==> src/rtl/tmr_capture_unit.sv <==
module tmr_capture_unit #(
  parameter int TW = 16
) (
  input  logic          clk,
  input  logic          rst_n,
  input  logic          pin_in,
  input  logic [TW-1:0] timer_val,
  input  logic [3:0]    mode,
  input  logic          flag_clr,
  output logic [TW-1:0] cap_value,
  output logic          cap_flag
);

  localparam logic [3:0] M_FALL  = 4'b0100;
  localparam logic [3:0] M_RISE  = 4'b0101;
  localparam logic [3:0] M_DIV4  = 4'b0110;
  localparam logic [3:0] M_DIV16 = 4'b0111;

  logic [2:0] sync_q;
  logic [3:0] mode_q;
  logic [3:0] cnt;
  logic       evt;

  wire rise     = sync_q[1] & ~sync_q[2];
  wire fall     = ~sync_q[1] & sync_q[2];
  wire cap_on   = (mode[3:2] == 2'b01);
  wire cap_on_q = (mode_q[3:2] == 2'b01);
  wire mode_chg = cap_on && cap_on_q && (mode != mode_q);
  wire prescaled = (mode == M_DIV4) || (mode == M_DIV16);
  wire capture  = evt | mode_chg;

  always_comb begin
    case (mode)
      M_FALL:  evt = fall;
      M_RISE:  evt = rise;
      M_DIV4:  evt = rise && (cnt[1:0] == 2'b11);
      M_DIV16: evt = rise && (cnt == 4'hF);
      default: evt = 1'b0;
    endcase
  end

  always_ff @(posedge clk or negedge rst_n) begin
    if (!rst_n) begin
      sync_q <= '0;
      mode_q <= '0;
    end else begin
      sync_q <= {sync_q[1:0], pin_in};
      mode_q <= mode;
    end
  end

  always_ff @(posedge clk or negedge rst_n) begin
    if (!rst_n)                cnt <= '0;
    else if (!cap_on)          cnt <= '0;
    else if (prescaled && rise) cnt <= cnt + 4'd1;
  end

  always_ff @(posedge clk or negedge rst_n) begin
    if (!rst_n) begin
      cap_value <= '0;
      cap_flag  <= 1'b0;
    end else begin
      if (capture) cap_value <= timer_val;
      if (capture)       cap_flag <= 1'b1;
      else if (flag_clr) cap_flag <= 1'b0;
    end
  end

endmodule

==> config.mk <==
export PLATFORM = sky130hd
export DESIGN_NAME = tmr_capture_unit
export DESIGN_NICKNAME = d
export VERILOG_FILES = /design/src/rtl/tmr_capture_unit.sv
export SDC_FILE = /design/constraint.sdc
export NUM_CORES = 1
export LEC_CHECK = 0
export ABC_CLOCK_PERIOD_IN_PS = 2550
export BUFFER_PORTS_ARGS = -buffer_cell sky130_fd_sc_hd__buf_2
export CORE_MARGIN = 2
export CORE_UTILIZATION = 47
export DETAILED_ROUTE_END_ITERATION = 8
export PLACE_DENSITY_LB_ADDON = 0.15
export SYNTH_ARGS = -nofsm -noshare
export SYNTH_HDL_FRONTEND = slang
export SYNTH_SLANG_ARGS = --single-unit
==> constraint.sdc <==
create_clock -name clk -period 2.55 [get_ports clk]
set_input_delay 0.1275 -clock clk [delete_from_list [all_inputs] [get_ports clk]]
set_output_delay 0.1275 -clock clk [all_outputs]
set_load 0.1 [all_outputs]
Word-level counts from Yosys, hierarchy flattened --
Index checks and enable logic that the tools add are counted.
Word-level totals: logic and storage cells 33, register bits 28, output and inout port bits 17
Cells by class: bitwise logic cells 5, reductions and logical operators 7, mux-type cells 5, eq/ne operators 10, add/sub/neg operators 1
Operators with widths (count):
- $eq A4 B3 Y1 const B | 4
- $mux W4 | 2
- $logic_and A1 B1 Y1 | 5
- $add A4 B1 Y4 const B | 1
- $eq A2 B1 Y1 const B | 2
- $eq A4 B4 Y1 const B | 1
- $ne A4 B4 Y1 | 1
- $pmux W1 S4 | 1
- $and A1 B1 Y1 | 2
- $eq A2 B2 Y1 const B | 1
- $mux W1 | 2
- $ne A2 B1 Y1 const B | 1
- $not A1 Y1 | 2
- $reduce_bool A2 Y1 | 1
- $logic_or A1 B1 Y1 | 1
- $or A1 B1 Y1 | 1

Depth between registers and ports, before layout --
depth in word-level cells 6, gate-level depth with buffers 6, mapped depth without buffers 5

Worst setup path before layout --
OpenSTA, ideal clock, no wires.
kind flip-flop to flip-flop, start reg cnt[0], end reg cap_value[10], slack 0.695 ns, cell stages (with the launch flop) 7, buffers on the path 1, library setup time 0.126 ns, arrival 1.729 ns, cells stage by stage dfrtp_1 > ha_1 > mux2_1 > a31oi_1 > o31ai_4 > buf_8 > mux2_4
On the way: longest elaborated chain between the ends 4
RTL lines:
- from (decl) | line 21 | logic [3:0] cnt;
- from (signal assigned) | line 55 | else if (prescaled && rise) cnt <= cnt + 4'd1;
- $eq A4 B4 Y1 / $eq A2 B2 Y1 (equally long branches) | line 37, 36
- $logic_and A1 B1 Y1 (on tied branches) | line 37, 36
- $pmux W1 S4 * | line 33 | case (mode)
- $or A1 B1 Y1 * | line 30 | wire capture = evt | mode_chg;
- to (signal assigned) | line 63 | if (capture) cap_value <= timer_val;
- to (decl) | line 10 | output logic [TW-1:0] cap_value,
Mark *: on every way between the ends. The rest lies on a longest branch, timed or not. A chain may end at the register's enable or synchronous reset.

Worst setup path after layout --
start in mode[1], end reg cap_value[15]
On the way: longest elaborated chain between the ends 3
RTL lines:
- from (decl) | line 8 | input logic [3:0] mode,
- $eq A4 B3 Y1 / $ne A4 B4 Y1 (equally long branches) | line 33, 28
- $pmux W1 S4 / $logic_and A1 B1 Y1 (equally long branches) | line 33, 28
- $or A1 B1 Y1 * | line 30
Marked as above.

==> summary.txt <==
Route
  – Routed len/inst: 12.7 µm
  – Via count: 716
  – Total DRC errors in the routed layout: 0
  – Drt pass-1 iters: 3
  – Vias/cell: 4.84
  – Initial drt markers: 1
  – Post-route ant nets: 0
  – Post-Route WL: 1880 µm

Synth
  – Synth Register Bits: 28
  – Syn_area_per_cell: 15.6 µm²
  – Count of cell types in the netlist: 23
  – Syn Nets: 97
  – Ranking of synthesized cells by area: dfrtp_1 62%, mux2_4 12%, mux2_2 7.0%
  – Post-Syn Instances: 72
  – Register area share after synthesis: 0.622
  – Synth Cell Area: 0.00113 mm²
  – Top cell type's share of synthesized area: 0.622
  – Largest area contributor in the netlist: dfrtp_1
  – Yosys warns: 0

Final layout
  – Final std cells w/o fill: 148
  – Nets: 146
  – Fillcell total: 183
  – Antenna diode instance count: 0
  – Synth-to-layout area growth: 27.8%
  – Commonest non-fill, non-tap cells in the layout: 40 x buf_2, 28 x dfrtp_1, 9 x mux2_4, 7 x mux2_2, 6 x dlygate4sd3_1
  – Layout cells sized above 1: 0.508
  – Commonest non-fill, non-tap cell in the layout: buf_2

Global routing
  – Total gr overflow: 0
  – Maximum number of pins on one net before global-route repair: 29
  – Number of global-route vias before repair: 707
  – Antenna violations before repair: 0
  – First-pass GRT wire length: 3070 µm
  – Total GRT Usage: 0.157

Power
  – Comb power frac: 0.510
  – Clock Power Share: 0.131
  – Total power: 1.58 mW
  – P per Cell Area: 1100 mW/mm²
  – Psw: 0.810 mW
  – P_leak: 0.724 nW
  – Peak VDD IR: 0.000738 V
  – Sequential share of power: 0.359
  – Sw Ratio: 0.513
  – Cell Int Power: 0.769 mW

Min path
  – Hold Crit Class: input port to flop

Floorplan
  – Die ar.: 0.00280 mm²
  – Boundary Pins: 41
  – Num rows: 17
  – Core ar.: 0.00223 mm²
  – Initial Util: 0.504
  – Chip Width: 53.0 µm
  – Die height: 53.0 µm

Placement
  – Port Buffers: 40
  – DP Cell Count: 138
  – Detailed placement HPWL: 1360 µm
  – Placer Congestion: 0.764

Timing
  – Final Skew: 5.36 ps
  – Min Tclk post-route: 2250 ps
  – # setup viols final: 0
  – Setup TNS: 0 ps
  – Max Slew Vio Count: 0
  – Maximum clock rate: 445 MHz
  – Relative slew slack: 0.343
  – Final period util: 0.881
  – Fin. Hold Viols: 0
  – RSZ-0062 raised after global routing: false
  – Least-Margin Pin Slew: 985 ps

Clock tree
  – Worst-Skew Late Latency: 320 ps
  – Max clock buf depth: 2
  – H-tree depth: 1
  – Root Buffer: clkbuf_4
  – Post-cts gate resize count: 0
  – Sink Count: 28
  – CTS tree: yes
  – Num CTS Buffers: 3
  – Clk slew on worst S/H paths: 140 ps

Setup path
  – CP max stage delay: 800 ps
  – CP required: 2770 ps
  – Kind of end point of the critical path: flop
  – CP max stage cell: o31ai_4
  – Worst EP arrival: 2470 ps
  – Crit path cell chain: dlygate4sd3_1 > buf_2 > nor4b_1 > a31oi_1 > o31ai_4 > mux2_2
  – Peak fanout along the critical path: 17
  – Critical path class: input port to flop
  – CP Launch Type: input port

Outcome
  – Status: complete, no violations

Flow run
  – Max cap viols: 0
==> synth_stat cells <==
library cell and count:
xnor2_1 1, and3b_1 1, a21oi_1 1, mux2i_1 1, ha_1 1, a21o_1 1, nand2_1 2, nor4b_1 1
mux2_2 7, buf_8 1, nor4bb_1 1, xor2_1 4, dfrtp_1 28, a31oi_1 1, nand4_1 1, mux2_1 1
clkbuf_1 1, inv_1 2, o21ai_0 1, o31ai_4 1, mux2_4 9, nand2b_1 1, nor2_1 4
==> final cells by class <==
cell class	instances	area [µm²]	share of cell area
clock buffers	4	36.3	0.0252
inverters	2	7.51	0.00522
multi-input cells	40	399	0.277
flip-flops and latches	28	701	0.487
well taps	28	35.0	0.0243
repair buffers	46	260	0.181
==> flip-flops by register name (all words and copies together), names as in the netlist <==
| signal | flops |
|---|---|
| mode_q | 4 |
| cap_flag | 1 |
| sync_q | 3 |
| cap_value | 16 |
| cnt | 4 |
==> layer usage <==
metal  vias up  wire length [µm]  global-route usage
met3         4                89              0.0367
met1       343               858               0.188
met5         -                 0                   0
met4         0                38              0.0855
li1        345                 -                   -
met2        24               895               0.260
==> worst max-delay path: cells and delay by family <==
kind | cells | cell delay (ps)
AO/OA/AOI/OAI | 2 | 910
buffers and inverters | 2 | 710
multiplexers | 1 | 420
AND/OR/NAND/NOR | 1 | 300
==> metrics by stage <==
stage / hold WS [ps] / utilization / instance area (µm²) / setup slack [ps]
floorplan: -168 / - / 1130 / 695
global placement: 164 / 0.601 / 1340 / 418
detailed placement: 171 / 0.601 / 1340 / 328
CTS: 11.9 / 0.644 / 1440 / 287
global route: 8.50 / 0.644 / 1440 / 147
finish: 25.3 / 0.644 / 1440 / 305
==> power groups by stage <==
stage	Clock [mW]	Sequential [mW]	Combinational [mW]
detailed placement	0	0.575	0.805
finish	0.206	0.567	0.806
CTS	0.218	0.569	0.811
global route	0.230	0.576	0.830
floorplan	0	1.14	0.113
global placement	0	0.573	0.799
==> repair_timing <==
item,in CTS,in global routing
buffers inserted,0,0
hold endpoints to repair,33,0
hold buffers,6,0
==> worst paths after layout <==
| path | start | to | slack, ps | depth (start not counted) |
|---|---|---|---|---|
| max | mode[1] | cap_value[15] | 300 | 6 |
| min | timer_val[14] | cap_value[14] | 30 | 2 |
| max reg2reg | sync_q[1] | cap_value[15] | 370 | 4 |
| min reg2reg | sync_q[0] | sync_q[1] | 370 | 0 |
| max in group asynchronous | rst_n | cnt[1] | 1830 | 2 |
| min in group asynchronous | rst_n | mode_q[1] | 330 | 2 |
==> kinds of logic after synthesis <==
logic type	count (synthesis)	synth area share
flip-flops	28	0.622
multiplexers	18	0.209
AO/OA/AOI/OAI	5	0.0400
XOR/XNOR	5	0.0389
buffers and inverters	4	0.0233
AND/OR/NAND/NOR	11	0.0556
adder cells (fa/ha/maj)	1	0.0111
(Power assumes the default switching activity.)
